**src/rtl/tone_synth_pkg.sv**
```systemverilog
package tone_synth_pkg;

    localparam int unsigned CODE_W   = 8;
    localparam int unsigned FINE_LOG = 5;                 // finest table: 32 steps
    localparam logic [CODE_W-1:0] MID_CODE = 8'd128;

    typedef enum logic {
        CH_HOLD,
        CH_RUN
    } chan_state_e;

    // Quarter-wave amplitude, round(127*sin(k*pi/16)), k = 0..8
    function automatic logic [6:0] quarter_sine(input logic [3:0] k);
        logic [6:0] a;
        unique case (k)
            4'd0:    a = 7'd0;
            4'd1:    a = 7'd25;
            4'd2:    a = 7'd49;
            4'd3:    a = 7'd71;
            4'd4:    a = 7'd90;
            4'd5:    a = 7'd106;
            4'd6:    a = 7'd117;
            4'd7:    a = 7'd125;
            default: a = 7'd127;
        endcase
        return a;
    endfunction

endpackage

```
**src/rtl/sine_rom.sv**
```systemverilog
module sine_rom
    import tone_synth_pkg::*;
#(
    parameter int unsigned LOG2_STEPS = 5
) (
    input  logic [LOG2_STEPS-1:0] step,
    output logic [CODE_W-1:0]     code
);

    localparam int unsigned PAD_W = FINE_LOG - LOG2_STEPS;

    logic [FINE_LOG-1:0] fine_ph;
    logic [3:0]          qidx;
    logic [6:0]          amp;

    // Map a coarse table onto the 32-step phase grid
    generate
        if (PAD_W == 0) begin : g_native
            assign fine_ph = step;
        end else begin : g_spread
            assign fine_ph = {step, {PAD_W{1'b0}}};
        end
    endgenerate

    always_comb begin
        qidx = {1'b0, fine_ph[2:0]};
        if (fine_ph[3]) begin
            qidx = 4'd8 - qidx;
        end
        amp = quarter_sine(qidx);
        if (fine_ph[4]) begin
            code = MID_CODE - {1'b0, amp};
        end else begin
            code = MID_CODE + {1'b0, amp};
        end
    end

endmodule

```
**src/rtl/tone_chan.sv**
```systemverilog
module tone_chan
    import tone_synth_pkg::*;
#(
    parameter int unsigned LOG2_STEPS = 5,
    parameter int unsigned DIV_W      = 7,
    parameter int unsigned DIV0       = 92,
    parameter int unsigned DIV1       = 84,
    parameter int unsigned DIV2       = 76,
    parameter int unsigned DIV3       = 68
) (
    input  logic              clk,
    input  logic              rst_n,
    input  logic              ref_en,
    input  logic              en,
    input  logic [1:0]        idx,
    output logic [CODE_W-1:0] code
);

    chan_state_e           state_q, state_d;
    logic [LOG2_STEPS-1:0] step_q, step_d;
    logic [DIV_W-1:0]      div_q, div_d;
    logic [DIV_W-1:0]      lim_q, lim_d;
    logic [DIV_W-1:0]      lim_pick;

    always_comb begin
        unique case (idx)
            2'd0:    lim_pick = DIV_W'(DIV0);
            2'd1:    lim_pick = DIV_W'(DIV1);
            2'd2:    lim_pick = DIV_W'(DIV2);
            default: lim_pick = DIV_W'(DIV3);
        endcase
    end

    // state register
    always_ff @(posedge clk) begin
        if (!rst_n) begin
            state_q <= CH_HOLD;
            step_q  <= '0;
            div_q   <= '0;
            lim_q   <= DIV_W'(DIV0);
        end else begin
            state_q <= state_d;
            step_q  <= step_d;
            div_q   <= div_d;
            lim_q   <= lim_d;
        end
    end

    // transitions: START (HOLD->RUN), STOP (RUN->HOLD)
    always_comb begin
        state_d = state_q;
        step_d  = step_q;
        div_d   = div_q;
        lim_d   = lim_q;
        unique case (state_q)
            CH_HOLD: begin
                step_d = '0;
                div_d  = '0;
                if (en) begin
                    state_d = CH_RUN;
                    lim_d   = lim_pick;
                end
            end
            CH_RUN: begin
                if (!en) begin
                    state_d = CH_HOLD;
                    step_d  = '0;
                    div_d   = '0;
                end else if (ref_en) begin
                    if (div_q == lim_q - 1'b1) begin
                        div_d  = '0;
                        step_d = step_q + 1'b1;
                    end else begin
                        div_d = div_q + 1'b1;
                    end
                end
            end
            default: state_d = CH_HOLD;
        endcase
    end

    // output
    sine_rom #(.LOG2_STEPS(LOG2_STEPS)) u_rom (
        .step (step_q),
        .code (code)
    );


    hold_mid_chk: assert property (@(posedge clk) disable iff (!rst_n)
        state_q == CH_HOLD |-> code == MID_CODE);


    step_gate_chk: assert property (@(posedge clk) disable iff (!rst_n)
        (state_q == CH_RUN && en && !ref_en) |=> $stable(step_q));


    start_phase_chk: assert property (@(posedge clk) disable iff (!rst_n)
        (state_q == CH_HOLD && en) |=> (step_q == '0 && div_q == '0));


    lim_hold_chk: assert property (@(posedge clk) disable iff (!rst_n)
        (state_q == CH_RUN && en) |=> $stable(lim_q));


    div_range_chk: assert property (@(posedge clk) disable iff (!rst_n)
        div_q < lim_q);

endmodule

```
**src/rtl/tone_mixer.sv**
```systemverilog
module tone_mixer
    import tone_synth_pkg::*;
#(
    parameter int unsigned MIX_W = CODE_W + 1
) (
    input  logic [CODE_W-1:0] low_code,
    input  logic [CODE_W-1:0] high_code,
    output logic [MIX_W-1:0]  mix
);

    localparam int unsigned SUM_W = CODE_W + 3;
    localparam logic [SUM_W-1:0] SAT_MAX = SUM_W'((1 << MIX_W) - 1);

    logic [SUM_W-1:0] low_x4;
    logic [SUM_W-1:0] low_scaled;
    logic [SUM_W-1:0] sum;

    always_comb begin
        low_x4     = {1'b0, low_code, 2'b00};
        low_scaled = low_x4 / SUM_W'(5);
        sum        = low_scaled + SUM_W'(high_code);
        if (sum > SAT_MAX) begin
            mix = SAT_MAX[MIX_W-1:0];
        end else begin
            mix = sum[MIX_W-1:0];
        end
    end

endmodule

```
**src/rtl/dual_tone_synth.sv**
```systemverilog
module dual_tone_synth
    import tone_synth_pkg::*;
#(
    parameter int unsigned LOW_LOG2_STEPS  = 4,
    parameter int unsigned HIGH_LOG2_STEPS = 5,
    parameter int unsigned LOW_DIV_W       = 9,
    parameter int unsigned HIGH_DIV_W      = 7,
    parameter int unsigned LOW_DIV0        = 319,
    parameter int unsigned LOW_DIV1        = 290,
    parameter int unsigned LOW_DIV2        = 261,
    parameter int unsigned LOW_DIV3        = 239,
    parameter int unsigned HIGH_DIV0       = 92,
    parameter int unsigned HIGH_DIV1       = 84,
    parameter int unsigned HIGH_DIV2       = 76,
    parameter int unsigned HIGH_DIV3       = 68
) (
    input  logic       clk,
    input  logic       rst_n,
    input  logic       ref_tick,
    input  logic       low_en,
    input  logic [1:0] low_sel,
    input  logic       high_en,
    input  logic [1:0] high_sel,
    output logic [7:0] low_code,
    output logic [7:0] high_code,
    output logic [8:0] mix_out
);

    tone_chan #(
        .LOG2_STEPS (LOW_LOG2_STEPS),
        .DIV_W      (LOW_DIV_W),
        .DIV0       (LOW_DIV0),
        .DIV1       (LOW_DIV1),
        .DIV2       (LOW_DIV2),
        .DIV3       (LOW_DIV3)
    ) u_low (
        .clk    (clk),
        .rst_n  (rst_n),
        .ref_en (ref_tick),
        .en     (low_en),
        .idx    (low_sel),
        .code   (low_code)
    );

    tone_chan #(
        .LOG2_STEPS (HIGH_LOG2_STEPS),
        .DIV_W      (HIGH_DIV_W),
        .DIV0       (HIGH_DIV0),
        .DIV1       (HIGH_DIV1),
        .DIV2       (HIGH_DIV2),
        .DIV3       (HIGH_DIV3)
    ) u_high (
        .clk    (clk),
        .rst_n  (rst_n),
        .ref_en (ref_tick),
        .en     (high_en),
        .idx    (high_sel),
        .code   (high_code)
    );

    tone_mixer #(.MIX_W(CODE_W + 1)) u_mix (
        .low_code  (low_code),
        .high_code (high_code),
        .mix       (mix_out)
    );


    mix_floor_chk: assert property (@(posedge clk) disable iff (!rst_n)
        mix_out >= {1'b0, high_code});


    idle_mix_chk: assert property (@(posedge clk) disable iff (!rst_n)
        (low_code == MID_CODE && high_code == MID_CODE) |-> mix_out == 9'd230);

endmodule

```
**config.mk**
```make
export PLATFORM = sky130hd
export DESIGN_NAME = dual_tone_synth
export DESIGN_NICKNAME = d
export VERILOG_FILES = /design/src/rtl/tone_synth_pkg.sv /design/src/rtl/sine_rom.sv /design/src/rtl/tone_chan.sv /design/src/rtl/tone_mixer.sv /design/src/rtl/dual_tone_synth.sv
export SDC_FILE = /design/constraint.sdc
export NUM_CORES = 1
export LEC_CHECK = 0
export BUFFER_PORTS_ARGS = -buffer_cell sky130_fd_sc_hd__buf_2
export CELL_PAD_IN_SITES_DETAIL_PLACEMENT = 1
export CELL_PAD_IN_SITES_GLOBAL_PLACEMENT = 2
export CORE_ASPECT_RATIO = 0.5
export CORE_UTILIZATION = 38
export DETAILED_ROUTE_END_ITERATION = 10
export HOLD_SLACK_MARGIN = 0.06
export PLACE_DENSITY = 0.92
export SLEW_MARGIN = 20
export SYNTH_ARGS = -nofsm -noshare
export SYNTH_HDL_FRONTEND = slang
export SYNTH_SLANG_ARGS = --single-unit
```
**constraint.sdc**
```tcl
create_clock -name clk -period 12.4 [get_ports clk]
set_input_delay 1.86 -clock clk [delete_from_list [all_inputs] [get_ports clk]]
set_output_delay 1.86 -clock clk [all_outputs]
set_load 0.05 [all_outputs]
```
Yosys cells after proc, flatten, opt, wreduce, memory -nomap -nowiden

Memory sizes are Yosys's and may differ from the RTL's.
Cells that the tools add are included.

Flip-flop bits (word level): 43
ROM bits: 112
Bits of input ports: 9
Output and inout bits: 25
Logic and storage cells: 70
Memories kept: 2

$add $sub $neg: 13
Divide/modulo/power cells: 1
Magnitude comparators: 1
Equality and inequality tests: 10
Multiplexer cells: 27
Bitwise operators: 2
Reduce and logical (&&, ||, !) cells: 6

Memory list:

| name             | depth | width | read ports | clocked after Yosys merged registers in | write ports | line                 | source |
|---|---|---|---|---|---|---|---|
| (name not given) | 8     | 7     | 1          | 0                                       | 0           | tone_synth_pkg.sv:15 | `unique case (k)` |
| (name not given) | 8     | 7     | 1          | 0                                       | 0           | tone_synth_pkg.sv:15 |  |

Operators by type and width:

| operator                | count |
|---|---|
| $mux W9                 | 4 |
| $mux W7                 | 5 |
| $pmux W9 S3             | 1 |
| $mux W4                 | 5 |
| $pmux W9 S2             | 1 |
| $add A8 B7 Y8 const A   | 2 |
| $mux W8                 | 2 |
| $sub A8 B7 Y8 const A   | 2 |
| $mux W5                 | 3 |
| $pmux W5 S3             | 1 |
| $pmux W7 S2             | 1 |
| $ne A3 B3 Y1 const B    | 4 |
| $add A11 B8 Y11         | 1 |
| $div A10 B3 Y11 const B | 1 |
| $gt A11 B9 Y1 const B   | 1 |
| $pmux W5 S2             | 1 |
| $add A9 B1 Y9 const B   | 1 |
| $eq A9 B9 Y1            | 1 |
| $sub A9 B1 Y9 const B   | 1 |
| $pmux W4 S2             | 1 |
| $reduce_and A2 Y1       | 4 |
| $sub A4 B3 Y4 const A   | 2 |
| $add A7 B1 Y7 const B   | 1 |
| $eq A7 B7 Y1            | 1 |
| other kinds (8)         | 13 |

Depth between registers and ports, before layout

An unclocked memory read counts as a cell.

Word-level depth: 10
Gate-level depth with buffers: 29

Hierarchy

Synthesis repeated with hierarchy kept, for this count alone.

Cell total of the unflattened synthesis: 463
Area, all modules: 3837.4 um^2

By module, submodules not included:

| module                  | times used | cells each | area each (um^2) | sequential area each (um^2) |
|---|---|---|---|---|
| tone_chan (u_low)       | 1          | 125        | 1239.9           | 400.4 |
| tone_mixer              | 1          | 160        | 1144.8           | 0.0 |
| tone_chan (u_high)      | 1          | 82         | 742.0            | 300.3 |
| sine_rom (u_high.u_rom) | 1          | 64         | 478.0            | 0.0 |
| sine_rom (u_low.u_rom)  | 1          | 32         | 232.7            | 0.0 |

Worst setup path after synthesis

OpenSTA, ideal clock, no wires.

Path type: flip-flop to output port
Start point: register u_low.step_q[0]
End point: output mix_out[8]
Data arrival time: 5397 ps
Data required time: 10540 ps
Slack: 5143 ps
Cell stages (with the launch flop): 28
Path buffers: 2
Path through: dfxtp_1 buf_2 inv_1 ha_1 mux2_4 a21oi_1 ha_1 clkbuf_1 nand2b_1 a211oi_1 a2111o_1 o221ai_1 nand2_1 inv_1 ha_1 nand2_1 and3_1 nor4_1 o22ai_1 ha_1 fa_1 a21o_1 a21oi_1 o21bai_1 a21oi_1 nor2b_1 o21ai_0 nand2b_1

Cells in the longest elaborated chain, start to end: 10
Elaborated cells between the ends (all ways): 11
Those cells by class: add/sub: 4; div: 1; order compare: 1; mux: 4; memory: 1

RTL lines:

| item                                                  | line                           | source |
|---|---|---|
| start, declared                                       | tone_chan.sv:20                | `logic [LOG2_STEPS-1:0] step_q, step_d;` |
| start signal, assigned                                | tone_chan.sv:43                | `step_q <= step_d;` |
| $sub A4 B3 Y4                                         | sine_rom.sv:28                 | `qidx = 4'd8 - qidx;` |
| $mux W4 (*)                                           | sine_rom.sv:27                 | `if (fine_ph[3]) begin` |
| $mem_v2 Z8 W7                                         | -                              |  |
| $mux W7 (*)                                           | tone_synth_pkg.sv:15           |  |
| $add A8 B7 Y8 / $sub A8 B7 Y8 (equally long branches) | sine_rom.sv:34, sine_rom.sv:32 |  |
| $mux W8 (*)                                           | sine_rom.sv:31                 | `if (fine_ph[4]) begin` |
| $div A10 B3 Y11 (*)                                   | tone_mixer.sv:20               | `low_scaled = low_x4 / SUM_W'(5);` |
| $add A11 B8 Y11 (*)                                   | tone_mixer.sv:21               | `sum = low_scaled + SUM_W'(high_code);` |
| $gt A11 B9 Y1                                         | tone_mixer.sv:22               | `if (sum > SAT_MAX) begin` |
| $mux W9 (*)                                           | tone_mixer.sv:22               |  |
| end, declared                                         | dual_tone_synth.sv:26          | `output logic [8:0] mix_out` |

Every way passes the cells marked *; elsewhere a longest branch is shown, timed or not.

Final worst setup path

Same ends and word-level chain as after synthesis.

==> flow_summary.json <==
{
  "drt_iter0_markers": 169,
  "pin_count": 34,
  "insertion_delay_ns": 0.28,
  "crit_buf_inv": 3,
  "tightestPinTransition_ns": 0.700,
  "grt_max_degree": 21,
  "nFillCells": 1007,
  "cp-end-kind": "output pin",
  "postSynthAreaPerCell_sq_um": 7.89,
  "cts_sinks": 35,
  "power_density_nw_per_um2": 87.1,
  "hold_path_class": "reg2reg",
  "die_w_um": 131,
  "internal_power_mw": 0.211,
  "hold_viol_final": 0,
  "setup_tns_ns": 0,
  "period_share_pct": 68.5,
  "finalSetupViolCount": 0,
  "max_cap_viol_count": 0,
  "p_comb_share_pct": 22.5,
  "nets": 467,
  "dp_hpwl_mm": 6.20,
  "r2r_cells": 9,
  "post-place-ws_ns": 4.32,
  "cts_tree": "built",
  "skew_ns": 0.00570,
  "rsz0062_at_grt": "false",
  "grt_pass1_vias": 2751,
  "drtPass1Iterations": 4,
  "cts_buffer_depth": 2,
  "overflow": 0,
  "leakage_nw": 1.52,
  "n_antenna_cell": 0,
  "initial_core_util_pct": 39.4,
  "cpMostUsedCell": "ha_1",
  "yosysSeqAreaShare_pct": 22.1,
  "grt_usage_pct": 19.2,
  "totalWireLength_mm": 7.99,
  "synth_cell_types": 69,
  "p_seq_share_pct": 38.6,
  "crit_arrival_ns": 6.63,
  "grt_pass1_wl_mm": 13.5,
  "cpPeakStageDelay_ns": 0.77,
  "core-area_sq_um": 8060,
  "whs_path_depth": 2,
  "place_area_sq_um": 3410,
  "area_growth_pct": 12.0,
  "die_h_um": 66.6,
  "antenna_left": 0,
  "drv_slew": 0,
  "max_clock_freq_mhz": 118,
  "synthArstFlopShare_pct": 0,
  "synth-edff-count": 0,
  "ys_seq_elements": 35,
  "io_buffers": 33,
  "dieArea_sq_um": 8740,
  "netlist_instances": 402,
  "relSlewSlack_pct": 53.3,
  "crit_cells": 26,
  "crit_family": "compound AO/OA/AOI/OAI gates",
  "synth_nets": 442,
  "fp-row-count": 23,
  "drive_above_1_share_pct": 13.3,
  "cp_slowest_cell": "dfxtp_1",
  "crit_type": "reg2out",
  "cts_hold_buf": 0,
  "numCtsBuffers": 5,
  "post-cts-setup-buffers": 0,
  "outcome": "finished, final reports clean",
  "antenna_found_initial": 0,
  "cts_resized": 0,
  "finalWorstSetupSlack_ns": 3.91,
  "root_buffer": "clkbuf_16",
  "clk_pin_slew_worst_paths_ns": 0.05,
  "crit_required_ns": 10.54,
  "cp-start-kind": "register",
  "worstPathMaxFanout": 18,
  "avgRoutedWirePerCell_um": 14.8,
  "synthesis.area_sq_um": 3170,
  "h-tree-depth": 2,
  "place.gp.congestion": 0.883,
  "p_sw_mw": 0.0982,
  "vias": 2885,
  "clockPowerShare_pct": 38.9,
  "via_per_inst": 5.34,
  "final_cell_area_sq_um": 3550,
  "yosys_most_used_dff": "dfxtp_1",
  "synth_warnings": 0,
  "min_period_ns": 8.49,
  "peakVddDrop_v": 0.0000567,
  "swShare_pct": 31.8,
  "drcViolationCount": 0
}
-- routing by layer --
metal	GRT usage [%]	vias up	part of all wire, %	wire length (um)
li1	-	1478	-	-
met1	25.0	1364	51	4070
met5	0	-	0	0
met3	2.05	8	1.9	155
met4	5.74	0	1.1	86
met2	34.0	35	46	3680
-- cell usage in the layout, fill, tap and decap left out, types with 3 or more instances in the layout --
cell        n
dfxtp_1    35
mux2i_1     3
a31oi_1     3
inv_1      23
nand3b_1    3
nor3b_1     3
a21o_1      3
nand4_1     6
xnor2_1    20
nand3_1    14
o22ai_1     4
and3_1      4
nor3_1      6
nor2_1     30
clkbuf_16   5
nor2b_1     7
and2_1      6
nand2b_1    8
a211o_1     3
o21ai_0    15
a211oi_1    4
nor4b_1     3
a21oi_1    14
o211ai_1   11
nand2_1    50
xor2_1     19
or3_1       3
a21boi_0    4
o31ai_1     3
buf_2      33
ha_1       30
o21bai_1    4
-- sequential cells by signal, summed over array words and instances (netlist names) --
name,flops
u_high.div_q,7
u_high.lim_q,2
u_high.state_q,1
u_high.step_q,5
u_low.div_q,9
u_low.lim_q,6
u_low.state_q,1
u_low.step_q,4
-- power groups by stage --
| stage | logic, mW | clock network, mW | registers [mW] |
|---|---|---|---|
| after detailed placement | 0.0698 | 0 | 0.122 |
| final | 0.0696 | 0.120 | 0.119 |
| after CTS | 0.0702 | 0.123 | 0.119 |
| after global placement | 0.0690 | 0 | 0.122 |
| after global routing | 0.0766 | 0.128 | 0.120 |
| after floorplan | 0.0554 | 0 | 0.120 |
-- worst paths after layout --
| check | startpoint | end | slack [ns] |
|---|---|---|---|
| worst max-delay path | u_low.step_q[0] | mix_out[8] | 3.91 |
| worst min-delay path | u_high.div_q[6] | u_high.div_q[6] | 0.49 |
| worst max register to register | u_low.lim_q[2] | u_low.step_q[3] | 9.77 |
| worst min register to register | u_high.div_q[6] | u_high.div_q[6] | 0.49 |
-- layout make-up --
| class | instances | area, sq um | share of cell area (%) |
|---|---|---|---|
| clock buffers | 6 | 129 | 3.63 |
| clock inverters | 2 | 12.5 | 0.352 |
| inverters | 25 | 93.8 | 2.64 |
| multi-input cells | 327 | 2310 | 65.0 |
| flip-flops and latches | 35 | 701 | 19.7 |
| well taps | 112 | 140 | 3.95 |
| repair buffers | 33 | 165 | 4.65 |
-- metrics by stage --
stage / utilization [%] / hold slack [ns] / cells / power (mW)
after floorplan: - / 0.453 / 402 / 0.176
after global placement: 42.3 / 0.468 / 532 / 0.190
after detailed placement: 42.3 / 0.485 / 532 / 0.191
after CTS: 44.1 / 0.491 / 540 / 0.313
after global routing: 44.1 / 0.529 / 540 / 0.324
final: 44.1 / 0.486 / 540 / 0.309
-- kinds of logic after synthesis --
family	Yosys count	synth area share, %
AND/OR/NAND/NOR	156	25.0
AO/OA/AOI/OAI	95	22.2
multiplexers	5	1.85
adder cells (fa/ha/maj)	31	12.5
XOR/XNOR	40	11.3
flip-flops	35	22.1
buffers and inverters	40	5.09
-- Yosys cell counts (all sizes together), types with 3 or more instances --
master  instances  area (sq um)
o21bai          4          30.0
or3             4          30.0
a211oi          6          62.6
buf             4          26.3
a31oi           3          18.8
and2            6          37.5
o22ai           4          25.0
and3            4          25.0
nand2b          8          50.1
a21oi          17           111
ha             30           375
xor2           19           166
mux2i           4          43.8
xnor2          21           191
nand4           6          37.5
nand3b          3          22.5
nor4b           3          26.3
nand2          51           194
nor2           31           124
a21boi          4          30.0
o31ai           3          22.5
dfxtp          35           701
inv            25          93.8
a21o            3          22.5
nor3b           3          22.5
nand3          14          70.1
o21ai          16          80.1
clkbuf         11          41.3
a211o           3          26.3
nor2b           7          43.8
nor3            6          30.0
o211ai         11          82.6
-- worst min-delay path, stage by stage, from the launching register on --
cell,delay (ns)
dfxtp_1,0.31
o21ai_0,0.07
a21oi_1,0.06
(Power assumes the default switching activity.)
